<file path="src/rtl/harv_pkg.sv">
package harv_pkg;

  typedef enum logic [2:0] {
    ST_IDLE,
    ST_CLEAR,
    ST_RUN,
    ST_CAPT,
    ST_FLUSH
  } harvState_t;

  // Strobes from the sequencer to the datapath
  typedef struct packed {
    logic runStart;  // new run accepted: reset packer and write pointer
    logic clrCnt;    // clear both race counters
    logic cntEn;     // competition window open
    logic capture;   // take the sample of the finished competition
    logic flush;     // store any partly filled word, run is over
  } harvStrb_t;

  // Low two bits of a counter in the selected coding
  function automatic logic [1:0] lowCode(input logic [2:0] c, input logic gray);
    return gray ? {c[1] ^ c[2], c[0] ^ c[1]} : c[1:0];
  endfunction

endpackage

</file>
<file path="src/rtl/harv_ctrl.sv">
module harv_ctrl
  import harv_pkg::*;
#(
  parameter int          COMP_W    = 8,
  parameter int          WINDOW    = 256,
  parameter logic [COMP_W-1:0] DEF_COUNT = 4
) (
  input  logic              clk,
  input  logic              rstN,
  input  logic              ctrlWe,
  input  logic [COMP_W-1:0] ctrlCount,
  input  logic              ctrlGray,
  input  logic              ctrlFar,
  input  logic              ctrlStart,
  input  logic              ctrlClear,
  output logic [COMP_W-1:0] cfgCount,
  output logic              cfgGray,
  output logic              cfgFar,
  output logic              done,
  output harvStrb_t         strb
);

  localparam int WIN_W = (WINDOW > 1) ? $clog2(WINDOW) : 1;
  localparam logic [WIN_W-1:0] WIN_LAST = WIN_W'(WINDOW - 1);

  harvState_t        state, stateNext;
  logic [COMP_W-1:0] remaining;
  logic [WIN_W-1:0]  winCnt;
  logic              idle, writeOk, startOk;

  assign idle    = (state == ST_IDLE);
  assign writeOk = ctrlWe && idle;
  assign startOk = writeOk && !ctrlClear && ctrlStart;

  // configuration register
  always_ff @(posedge clk or negedge rstN) begin
    if (!rstN) begin
      cfgCount <= DEF_COUNT;
      cfgGray  <= 1'b0;
      cfgFar   <= 1'b1;
    end else if (writeOk) begin
      if (ctrlClear) begin
        cfgCount <= DEF_COUNT;
        cfgGray  <= 1'b0;
        cfgFar   <= 1'b1;
      end else begin
        cfgCount <= ctrlCount;
        cfgGray  <= ctrlGray;
        cfgFar   <= ctrlFar;
      end
    end
  end

  always_comb begin
    stateNext = state;
    unique case (state)
      ST_IDLE:  if (startOk) stateNext = (ctrlCount == '0) ? ST_FLUSH : ST_CLEAR;
      ST_CLEAR: stateNext = ST_RUN;
      ST_RUN:   if (winCnt == WIN_LAST) stateNext = ST_CAPT;
      ST_CAPT:  stateNext = (remaining == COMP_W'(1)) ? ST_FLUSH : ST_CLEAR;
      ST_FLUSH: stateNext = ST_IDLE;
      default:  stateNext = ST_IDLE;
    endcase
  end

  always_ff @(posedge clk or negedge rstN) begin
    if (!rstN) begin
      state     <= ST_IDLE;
      remaining <= '0;
      winCnt    <= '0;
      done      <= 1'b0;
    end else begin
      state <= stateNext;
      if (startOk) begin
        remaining <= ctrlCount;
        done      <= 1'b0;
      end
      if (state == ST_CLEAR) winCnt <= '0;
      else if (state == ST_RUN) winCnt <= winCnt + 1'b1;
      if (state == ST_CAPT) remaining <= remaining - 1'b1;
      if (state == ST_FLUSH) done <= 1'b1;
    end
  end

  always_comb begin
    strb          = '0;
    strb.runStart = startOk;
    strb.clrCnt   = (state == ST_CLEAR);
    strb.cntEn    = (state == ST_RUN);
    strb.capture  = (state == ST_CAPT);
    strb.flush    = (state == ST_FLUSH);
  end

  AST_DONE_ONLY_IDLE: assert property (@(posedge clk) disable iff (!rstN)
    done |-> idle);
  AST_START_DROPS_DONE: assert property (@(posedge clk) disable iff (!rstN)
    startOk |=> !done);
  AST_BUSY_CFG_STABLE: assert property (@(posedge clk) disable iff (!rstN)
    !idle |=> ($stable(cfgCount) && $stable(cfgGray) && $stable(cfgFar)));
  AST_ONE_PHASE: assert property (@(posedge clk) disable iff (!rstN)
    $onehot0({strb.clrCnt, strb.cntEn, strb.capture, strb.flush}));
  AST_LAST_CAPT_FLUSH: assert property (@(posedge clk) disable iff (!rstN)
    (state == ST_CAPT && remaining == COMP_W'(1)) |=> strb.flush);

endmodule

</file>
<file path="src/rtl/harv_datapath.sv">
module harv_datapath
  import harv_pkg::*;
#(
  parameter int NUM_OSC   = 4,
  parameter int CNT_W     = 3,
  parameter int MEM_DEPTH = 16,
  parameter int ADDR_W    = $clog2(MEM_DEPTH)
) (
  input  logic               clk,
  input  logic               rstN,
  input  logic [NUM_OSC-1:0] roToggle,
  input  harvStrb_t          strb,
  input  logic               cfgGray,
  input  logic               cfgFar,
  input  logic [ADDR_W-1:0]  rdAddr,
  output logic [7:0]         rdData,
  output logic [ADDR_W-1:0]  wrAddr
);

  localparam int WORD_W    = 8;
  localparam int SAMPLE_W  = 4;
  localparam int PAIR_W    = SAMPLE_W / 2;
  localparam int FAR_IDX   = NUM_OSC - 1;

  // synchronise every oscillator line and detect transitions
  logic [NUM_OSC-1:0] syncA, syncB, syncPrev, oscEdge;

  generate
    for (genvar g = 0; g < NUM_OSC; g++) begin : g_sync
      always_ff @(posedge clk or negedge rstN) begin
        if (!rstN) begin
          syncA[g]    <= 1'b0;
          syncB[g]    <= 1'b0;
          syncPrev[g] <= 1'b0;
        end else begin
          syncA[g]    <= roToggle[g];
          syncB[g]    <= syncA[g];
          syncPrev[g] <= syncB[g];
        end
      end
      assign oscEdge[g] = syncB[g] ^ syncPrev[g];
    end
  endgenerate

  // pair routing: counter 0 always line 0, counter 1 near or far line
  logic [1:0] raceEdge;
  assign raceEdge[0] = oscEdge[0];
  assign raceEdge[1] = cfgFar ? oscEdge[FAR_IDX] : oscEdge[1];

  logic [CNT_W-1:0] raceCnt [2];

  generate
    for (genvar c = 0; c < 2; c++) begin : g_cnt
      always_ff @(posedge clk or negedge rstN) begin
        if (!rstN)                          raceCnt[c] <= '0;
        else if (strb.clrCnt)               raceCnt[c] <= '0;
        else if (strb.cntEn && raceEdge[c]) raceCnt[c] <= raceCnt[c] + 1'b1;
      end

      AST_COUNT_ONLY_IN_WINDOW: assert property (@(posedge clk) disable iff (!rstN)
        (!strb.cntEn && !strb.clrCnt) |=> $stable(raceCnt[c]));
      AST_CLEAR_EACH_COMP: assert property (@(posedge clk) disable iff (!rstN)
        strb.clrCnt |=> (raceCnt[c] == '0));
    end
  endgenerate

  // sample and optional corrector
  logic [SAMPLE_W-1:0] sample;
  logic [PAIR_W-1:0]   corrBits;
  logic                corrOn;

  assign sample   = {lowCode(raceCnt[0][2:0], cfgGray), lowCode(raceCnt[1][2:0], cfgGray)};
  assign corrBits = {sample[3] ^ sample[2], sample[1] ^ sample[0]};
  assign corrOn   = cfgGray || !cfgFar;

  // packer
  logic [1:0]        slot;
  logic [WORD_W-1:0] packBuf, nextBuf, memWord;
  logic              wordFull, memWe;

  always_comb begin
    nextBuf = packBuf;
    if (corrOn) nextBuf[slot*PAIR_W +: PAIR_W]     = corrBits;
    else        nextBuf[slot[0]*SAMPLE_W +: SAMPLE_W] = sample;
  end

  assign wordFull = corrOn ? (slot == 2'd3) : (slot == 2'd1);
  assign memWe    = (strb.capture && wordFull) || (strb.flush && slot != 2'd0);
  assign memWord  = strb.capture ? nextBuf : packBuf;

  always_ff @(posedge clk or negedge rstN) begin
    if (!rstN) begin
      slot    <= '0;
      packBuf <= '0;
      wrAddr  <= '0;
    end else if (strb.runStart) begin
      slot    <= '0;
      packBuf <= '0;
      wrAddr  <= '0;
    end else begin
      if (strb.capture) begin
        if (wordFull) begin
          slot    <= '0;
          packBuf <= '0;
        end else begin
          slot    <= slot + 1'b1;
          packBuf <= nextBuf;
        end
      end else if (strb.flush) begin
        slot    <= '0;
        packBuf <= '0;
      end
      if (memWe) wrAddr <= wrAddr + 1'b1;
    end
  end

  logic [WORD_W-1:0] outMem [MEM_DEPTH];

  always_ff @(posedge clk) begin
    if (memWe) outMem[wrAddr] <= memWord;
  end

  assign rdData = outMem[rdAddr];

  AST_PTR_STEP: assert property (@(posedge clk) disable iff (!rstN)
    (memWe && !strb.runStart) |=> (wrAddr == $past(wrAddr) + 1'b1));
  AST_PTR_HOLD: assert property (@(posedge clk) disable iff (!rstN)
    (!memWe && !strb.runStart) |=> $stable(wrAddr));
  AST_RAW_SLOT_RANGE: assert property (@(posedge clk) disable iff (!rstN)
    (strb.capture && !corrOn) |-> (slot <= 2'd1));
  AST_FLUSH_EMPTIES: assert property (@(posedge clk) disable iff (!rstN)
    strb.flush |=> (slot == 2'd0));

endmodule

</file>
<file path="src/rtl/ro_pair_harvester.sv">
module ro_pair_harvester
  import harv_pkg::*;
#(
  parameter int              NUM_OSC   = 4,
  parameter int              CNT_W     = 3,
  parameter int              WINDOW    = 256,
  parameter int              COMP_W    = 8,
  parameter int              MEM_DEPTH = 16,
  parameter int              ADDR_W    = $clog2(MEM_DEPTH),
  parameter logic [7:0]      HARV_ID   = 8'h5A,
  parameter logic [COMP_W-1:0] DEF_COUNT = 4
) (
  input  logic               clk,
  input  logic               rstN,
  input  logic [NUM_OSC-1:0] roToggle,
  input  logic               ctrlWe,
  input  logic [COMP_W-1:0]  ctrlCount,
  input  logic               ctrlGray,
  input  logic               ctrlFar,
  input  logic               ctrlStart,
  input  logic               ctrlClear,
  input  logic [ADDR_W-1:0]  rdAddr,
  output logic [7:0]         rdData,
  output logic [ADDR_W-1:0]  statWrAddr,
  output logic               statDone,
  output logic [7:0]         statId,
  output logic [COMP_W-1:0]  statCount,
  output logic               statGray,
  output logic               statFar
);

  harvStrb_t strb;

  assign statId = HARV_ID;

  harv_ctrl #(
    .COMP_W   (COMP_W),
    .WINDOW   (WINDOW),
    .DEF_COUNT(DEF_COUNT)
  ) u_ctrl (
    .clk      (clk),
    .rstN     (rstN),
    .ctrlWe   (ctrlWe),
    .ctrlCount(ctrlCount),
    .ctrlGray (ctrlGray),
    .ctrlFar  (ctrlFar),
    .ctrlStart(ctrlStart),
    .ctrlClear(ctrlClear),
    .cfgCount (statCount),
    .cfgGray  (statGray),
    .cfgFar   (statFar),
    .done     (statDone),
    .strb     (strb)
  );

  harv_datapath #(
    .NUM_OSC  (NUM_OSC),
    .CNT_W    (CNT_W),
    .MEM_DEPTH(MEM_DEPTH),
    .ADDR_W   (ADDR_W)
  ) u_dp (
    .clk     (clk),
    .rstN    (rstN),
    .roToggle(roToggle),
    .strb    (strb),
    .cfgGray (statGray),
    .cfgFar  (statFar),
    .rdAddr  (rdAddr),
    .rdData  (rdData),
    .wrAddr  (statWrAddr)
  );

endmodule

</file>
<file path="config.mk">
export PLATFORM = sky130hd
export DESIGN_NAME = ro_pair_harvester
export DESIGN_NICKNAME = d
export VERILOG_FILES = /design/src/rtl/harv_pkg.sv /design/src/rtl/harv_ctrl.sv /design/src/rtl/harv_datapath.sv /design/src/rtl/ro_pair_harvester.sv
export SDC_FILE = /design/constraint.sdc
export NUM_CORES = 1
export LEC_CHECK = 0
export ABC_AREA = 1
export BUFFER_PORTS_ARGS = -buffer_cell sky130_fd_sc_hd__buf_2
export CAP_MARGIN = 20
export CORE_UTILIZATION = 55
export CTS_BUF_LIST = sky130_fd_sc_hd__clkbuf_16
export DETAILED_ROUTE_END_ITERATION = 8
export GPL_ROUTABILITY_DRIVEN = 0
export PLACE_DENSITY = 0.84
export SLEW_MARGIN = 20
export SYNTH_ARGS = -nofsm -noshare
export SYNTH_HDL_FRONTEND = slang
export SYNTH_SLANG_ARGS = --single-unit
</file>
<file path="constraint.sdc">
create_clock -name clk -period 2.4 [get_ports clk]
set_input_delay 0.24 -clock clk [delete_from_list [all_inputs] [get_ports clk]]
set_output_delay 0.24 -clock clk [all_outputs]
set_load 0.1 [all_outputs]
</file>
==> key figures, run 1 <==
Setup path
  – Max stage delay on crit path: 0.43 ns
  – Max Fanout on Critical Path: 16
  – Crit path capture type: register
  – Startpoint class of the critical path: register
  – CP max stage cell: nand2_1
  – Critical path type: register to register
  – CP required: 2.56 ns
  – CP cell instances: inv_1, ha_1, nor3_1, nand2_1, nand3_1, nand3_1, nand2_1
  – Buf/Inv on CP: 1
  – Data arrival time of the critical path: 2.35 ns
  – Cell family with most CP delay: simple AND/OR/NAND/NOR gates

Routing
  – Post-Route WL: 18700 µm
  – 1st-pass router iterations: 5
  – Vias: 6386
  – Drt drc: 0
  – Routed wire per std cell: 17.4 µm
  – Post-DRT Antenna Nets: 0
  – Initial drt markers: 596
  – Via-to-Cell Ratio: 5.92

Clock tree
  – Reg clk slew, reported paths: 0.07 ns
  – Clock sink count: 187
  – CTS root buf: clkbuf_16
  – TritonCTS Buffers: 17
  – Clk_lat worst skew: 0.44 ns
  – Clock Path Buffers: 2
  – CTS tree: done
  – Htree depth: 4

STA
  – Relative slew slack: 61.5%
  – Final setup fails: 0
  – Tightest Pin Transition: 0.578 ns
  – Clk_skew: 0.0135 ns
  – Slack of the critical path: 0.205 ns
  – Fin crit share: 91.5%
  – RSZ-0062 raised after global routing: no
  – Fmax: 456 MHz
  – Final Hold Violating Endpoints: 0
  – Post-layout min period: 2.20 ns
  – Slew Limit Fails: 0
  – Hold_ws: 0.0391 ns
  – Final setup TNS: 0 ns

Placement
  – Setup slack after placement: 0.280 ns
  – Post-DP HPWL: 11800 µm
  – Port Buffers: 44
  – DP Cell Count: 1042
  – Placed Area: 0.00907 mm²

Final layout
  – Fraction of layout cells with a size suffix above 1: 15.2%
  – Antenna Cells: 0
  – Finished Layout Cells: 1078
  – Post-route cell area: 0.00974 mm²
  – Nets: 918
  – Multi-input gate area: 0.00265 mm²
  – FF+latch area: 0.00532 mm²
  – Filler Cell Count: 1042
  – Synthesis-to-finish area growth: 15.4%

Synthesis
  – Syn Std Cell Area: 0.00844 mm²
  – Netlist cell types: 36
  – Seq/Total Area, Yosys: 63.1%
  – Post-synth EDFFs: 128
  – FFs w/ async S/R, synth: 31.6%
  – Syn Area/Cell: 10.4 µm²
  – Flops & latches, synth: 187
  – Most frequently used flop master after synthesis: edfxtp_1
  – Mapped Cells: 812
  – Yosys warns: 0

GRT
  – Total grt overflow: 0
  – All-Layer GR Usage: 25.1%
  – First-pass GRT wire length: 30600 µm
  – Initial antenna violation count: 0
  – Vias in the first global route: 6138
  – Largest net degree at the start of global routing: 49

Die
  – Die area: 0.0158 mm²
  – Cell Rows: 44
  – DIE HEIGHT: 126 µm
  – Ports: 54
  – Die width: 126 µm
  – Core Region: 0.0148 mm²
  – Starting Density: 57.2%

Pwr
  – Pwr dens: 1070 mW/mm²
  – Seq pwr share: 40.3%
  – Clk network pwr share: 27.8%
  – Internal power: 6.20 mW
  – Static Leak: 3.96 nW
  – Peak supply drop: 0.00145 V
  – Sw Pwr: 4.19 mW
  – Net Sw Frac: 40.3%
  – Combinational power share: 31.8%

Flow run
  – # Max-Cap Violations: 0

Run status
  – Status: finished clean

Min path
  – Hold Path Class: primary input to register
synth_stat cells (7+ instances only):
master / instances / area share, %
a21oi_1: 15 / 0.89
buf_4: 9 / 0.80
clkbuf_1: 25 / 1.1
dfrtp_1: 57 / 17
edfxtp_1: 128 / 46
ha_1: 14 / 2.1
inv_1: 66 / 2.9
inv_2: 7 / 0.31
nand2_1: 127 / 5.6
nand3_1: 48 / 2.8
nand4_1: 12 / 0.89
nor2_1: 107 / 4.8
o211ai_1: 14 / 1.2
o21ai_0: 107 / 6.3
o221ai_1: 26 / 2.7
o22ai_1: 9 / 0.67
what timing repair did:
item,4_1_cts,5_1_grt
gates resized for setup,0,0
buffers inserted,0,0
hold buffers,4,0
hold endpoints to repair,25,0
final timing paths:
path / from / end / slack (ns) / depth (start not counted)
max: u_dp.slot[0] / u_dp.outMem[7][1] / 0.20 / 7
min: ctrlCount[5] / u_ctrl.cfgCount[5] / 0.04 / 3
max reg2reg: u_dp.slot[0] / u_dp.outMem[7][1] / 0.20 / 7
min reg2reg: u_dp.syncA[0] / u_dp.syncB[0] / 0.35 / 0
max in group asynchronous: rstN / u_ctrl.cfgFar / 1.41 / 3
min in group asynchronous: rstN / u_dp.packBuf[0] / 0.34 / 2
worst register-to-register path: cells and delay by family, from the launching register on:
family        cells  cell delay [ns]
simple gates      5             0.97
flops             1             0.39
fa+ha+maj         1             0.34
buf+inv           1             0.22
kinds of logic after synthesis:
logic type	after synthesis	share of synthesized area [%]
buffers and inverters	114	5.78
xor gates and xnor gates	7	0.727
adders and majority gates	14	2.08
other	2	0.0890
AOI/OAI and AO/OA	176	12.5
and+or+nand+nor	312	15.8
DFF	187	63.1
power by group through the flow:
stage	clock [mW]	combinational (mW)	sequential (mW)
2_1_floorplan	0	1.85	4.90
3_3_place_gp	0	3.15	4.23
3_5_place_dp	0	3.24	4.25
4_1_cts	2.92	3.29	4.19
5_1_grt	3.04	3.61	4.23
6_report	2.89	3.31	4.19
state kept, by name, indices dropped and copies added (netlist names), 4 cells and up:
| signal | flops |
|---|---|
| u_ctrl.cfgCount | 8 |
| u_ctrl.remaining | 8 |
| u_ctrl.winCnt | 8 |
| u_dp.outMem | 128 |
| u_dp.packBuf | 8 |
| u_dp.raceCnt | 6 |
| u_dp.wrAddr | 4 |
cells in the final DEF, fill, tap and decap left out, types with 3 or more instances in the layout:
master / instances
clkinv_8: 6
inv_2: 7
nand4_1: 12
buf_4: 33
o22ai_1: 9
nand3_1: 48
nand2_2: 5
xor2_1: 4
conb_1: 8
o221ai_1: 26
a21oi_1: 15
ha_1: 14
inv_12: 3
buf_12: 6
inv_1: 66
nor3_1: 4
buf_2: 41
nand2_1: 127
o21ai_0: 107
dfrtp_1: 56
edfxtp_1: 128
clkbuf_16: 17
o211ai_1: 14
clkinv_4: 3
xnor2_1: 3
dlygate4sd3_1: 4
nor2_1: 107
per-layer routing:
metal / track usage (%) / part of all wire (%) / up-vias
li1: - / - / 2964
met1: 32.3 / 40 / 3061
met2: 42.2 / 50 / 320
met3: 3.87 / 7.5 / 41
met4: 11.3 / 2.4 / 0
met5: 0 / 0 / -
final cells by class:
cell class                      count  area share, %
Clock buffer                       17           4.37
Clock inverter                     15           2.13
Inverter                           74           2.98
Multi-Input combinational cell    517           27.2
Sequential cell                   187           54.7
Tap cell                          184           2.36
Timing Repair Buffer               84           6.29
stage by stage:
| stage | util, % | total power [mW] |
|---|---|---|
| 5_1_grt | 66.0 | 10.9 |
| 3_5_place_dp | 61.5 | 7.49 |
| 4_1_cts | 66.0 | 10.4 |
| 2_1_floorplan | - | 6.74 |
| 3_3_place_gp | 61.5 | 7.38 |
| 6_report | 66.0 | 10.4 |
(Power assumes the default switching activity.)
==> run 2, diff against run 1 <==
--- a/config.mk
+++ b/config.mk
@@ -8,6 +8,7 @@
 export ABC_AREA = 1
 export BUFFER_PORTS_ARGS = -buffer_cell sky130_fd_sc_hd__buf_2
 export CAP_MARGIN = 20
+export CORE_MARGIN = 4
 export CORE_UTILIZATION = 55
 export CTS_BUF_LIST = sky130_fd_sc_hd__clkbuf_16
 export DETAILED_ROUTE_END_ITERATION = 8
==> run 2 against run 1 <==
Count of clock-buffer cells in the layout unchanged. First-iteration DRC count down 14%. Die area is 9.8% higher. Sequential share of layout area is 0.063 points lower. Clock power fell by 6%. Register-to-register slack improved by 0.07 ns. Critical endpoint is now rdData[2].
==> key figures, run 2 (same netlist as run 1, synthesis figures left out) <==
Min path
  – Hold Path Class: primary input to register (unchanged)
  – Hold path depth: 3 (unchanged)

Routing
  – Drt drc: 0 (unchanged)
  – Post-DRT Antenna Nets: 0 (unchanged)
  – Routed wire per std cell: 17.1 µm (was 17.4 µm)
  – Via-to-Cell Ratio: 5.75 (was 5.92)
  – Initial drt markers: 513 (was 596)
  – Vias: 6238 (was 6386)
  – Post-Route WL: 18600 µm (was 18700 µm)
  – 1st-pass router iterations: 5 (unchanged)

STA
  – Final setup fails: 0 (unchanged)
  – Slew Limit Fails: 0 (unchanged)
  – Hold_ws: 0.0371 ns (was 0.0391 ns)
  – Final setup TNS: 0 ns (unchanged)
  – Relative slew slack: 52.9% (was 61.5%)
  – Clk_skew: 0.00947 ns (was 0.0135 ns)
  – Fmax: 464 MHz (was 456 MHz)
  – Post-layout min period: 2.16 ns (was 2.20 ns)
  – Fin crit share: 89.8% (was 91.5%)
  – Tightest Pin Transition: 0.706 ns (was 0.578 ns)
  – Final Hold Violating Endpoints: 0 (unchanged)
  – RSZ-0062 raised after global routing: no (unchanged)

Clock tree
  – CTS root buf: clkbuf_16 (unchanged)
  – TritonCTS Buffers: 17 (unchanged)
  – Clock sink count: 187 (unchanged)
  – Clk_lat worst skew: 0.44 ns (about the same)
  – Post-CTS setup buffers: 0 (unchanged)
  – Post-CTS sizing: 0 (unchanged)
  – Reg clk slew, reported paths: 0.07 ns (about the same)
  – Htree depth: 4 (unchanged)
  – Clock Path Buffers: 2 (unchanged)
  – CTS tree: done (unchanged)

Setup path
  – Buf/Inv on CP: 4 (was 1)
  – Startpoint class of the critical path: primary input (was register)
  – Critical path endpoint: rdData[2] (was u_dp.outMem[7][1])
  – Critical path type: primary input to primary output (was register to register)
  – Worst flop-to-flop path startpoint: u_dp.raceCnt[3] (was u_dp.slot[0])
  – CP required: 2.16 ns (was 2.56 ns)
  – Data arrival time of the critical path: 1.92 ns (was 2.35 ns)
  – Reg2reg setup slack: 0.27 ns (was 0.20 ns)
  – CP max stage cell: buf_2 (was nand2_1)
  – Critical path origin: rdAddr[1] (was u_dp.slot[0])
  – Cell family with most CP delay: buffers and inverters (was simple AND/OR/NAND/NOR gates)
  – R2R depth: 9 (was 7)
  – Most frequent CP cell: buf_2
  – Max Fanout on Critical Path: 29 (was 16)
  – Crit path capture type: primary output (was register)
  – CP cell instances: buf_2, inv_1, buf_4, o21ai_0, o22ai_1, o211ai_1, nand2_1, buf_2 (was inv_1, ha_1, nor3_1, nand2_1, nand3_1, nand3_1, nand2_1)
  – Max stage delay on crit path: 0.46 ns (was 0.43 ns)
  – RR Endpoint: u_dp.outMem[7][7] (was u_dp.outMem[7][1])
  – Crit path depth: 8 (was 7)

Final layout
  – Synthesis-to-finish area growth: 15.6% (was 15.4%)
  – Fraction of layout cells with a size suffix above 1: 15.3% (was 15.2%)
  – Most frequent cells in the layout: edfxtp_1, nand2_1, o21ai_0, nor2_1, inv_1 (unchanged)
  – Antenna Cells: 0 (unchanged)
  – Commonest non-fill, non-tap cell in the layout: edfxtp_1 (unchanged)
  – Max reg flops: 128 (unchanged)
  – Filler Cell Count: 1086 (was 1042)
  – Nets: 921 (was 918)
  – Reg with most FFs: u_dp.outMem (unchanged)

Die
  – Die area: 0.0174 mm² (was 0.0158 mm²)
  – DIE HEIGHT: 132 µm (was 126 µm)
  – Cell Rows: 45 (was 44)
  – Die width: 132 µm (was 126 µm)
  – Core Region: 0.0151 mm² (was 0.0148 mm²)
  – Ports: 54 (unchanged)
  – Starting Density: 55.9% (was 57.2%)

Placement
  – Port Buffers: 44 (unchanged)
  – Post-DP HPWL: 12000 µm (was 11800 µm)

Pwr
  – Sw Pwr: 4.07 mW (was 4.19 mW)
  – Pwr dens: 1050 mW/mm² (was 1070 mW/mm²)
  – Internal power: 6.16 mW (was 6.20 mW)
  – Combinational power share: 32.6% (was 31.8%)
  – Static Leak: 3.97 nW (was 3.96 nW)
  – Seq pwr share: 41.0% (was 40.3%)
  – Peak supply drop: 0.00117 V (was 0.00145 V)
  – Net Sw Frac: 39.8% (was 40.3%)
  – Clk network pwr share: 26.5% (was 27.8%)

Flow run
  – # Max-Cap Violations: 0 (unchanged)

Run status
  – Status: finished clean (unchanged)

GRT
  – All-Layer GR Usage: 21.9% (was 25.1%)
  – Largest net degree at the start of global routing: 37 (was 49)
  – Vias in the first global route: 6094 (was 6138)
  – Initial antenna violation count: 0 (unchanged)
  – First-pass GRT wire length: 30400 µm (was 30600 µm)
  – Total grt overflow: 0 (unchanged)
-- run 2: changes by cell type in the layout (fill, tap and decap cells not counted), sizes merged --
cell    delta
buf        +3
inv        -1
clkinv     +1
-- run 2: worst min-delay path by stage --
| stage | startpoint | to | slack (ns) |
|---|---|---|---|
| floorplan | rstN | u_ctrl.cfgCount[0] | -0.06 |
| global placement | rstN | u_dp.syncA[3] | 0.32 |
| detailed placement | rstN | u_dp.syncB[3] | 0.32 |
| CTS | ctrlCount[5] | u_ctrl.cfgCount[5] | 0.02 |
| global route | ctrlCount[4] | u_ctrl.cfgCount[4] | 0.05 |
| finish | ctrlCount[5] | u_ctrl.cfgCount[5] | 0.04 |
-- run 2: power groups by stage --
stage	clock network [mW]	logic [mW]	registers, mW
after floorplan	0	1.85	4.90
after detailed placement	0	3.30	4.25
after global routing	2.90	3.67	4.23
after CTS	2.75	3.32	4.19
after global placement	0	3.22	4.24
final	2.71	3.33	4.19
-- run 2: worst register-to-register path, cell delays in order (launching register included) --
cell and delay (ns):
dfrtp_1 0.41, ha_1 0.30, nand2_1 0.05, nand2_1 0.13, nand3_1 0.08, nand2_1 0.16, nand4_1 0.11, nand2_1 0.09
nand2_1 0.05, nand2_1 0.46
-- run 2: stage by stage --
step	std cells	utilization [%]	cell area [µm²]	setup WS [ns]	power, mW
finish	1085	64.6	9750	0.244	10.2
floorplan	818	-	8460	0.0254	6.74
global placement	1049	60.5	9130	0.311	7.46
global route	1085	64.6	9750	0.0569	10.8
detailed placement	1049	60.5	9130	0.257	7.55
CTS	1085	64.6	9750	0.266	10.3
-- run 2: final cells by class --
cell class	instances	area, µm²	area share, %
multi-input combinational	517	2650	27.2
tap	188	235	2.41
clock buffer	17	425	4.36
clock inverter	15	159	1.63
sequential	187	5320	54.6
timing repair buffer	87	668	6.85
inverter	74	290	2.98
-- run 2: metal layers --
layer  up-vias  track usage [%]  routed length, µm
li1       2963                -                  -
met2       262             36.5               9160
met4         0             8.05                368
met5         -                0                  0
met1      2985             28.0               7680
met3        28             5.65               1350
-- run 2: repair_timing --
action	CTS	global route
hold buffers	4	0
hold endpoints to repair	31	0
setup endpoints to repair	0	0
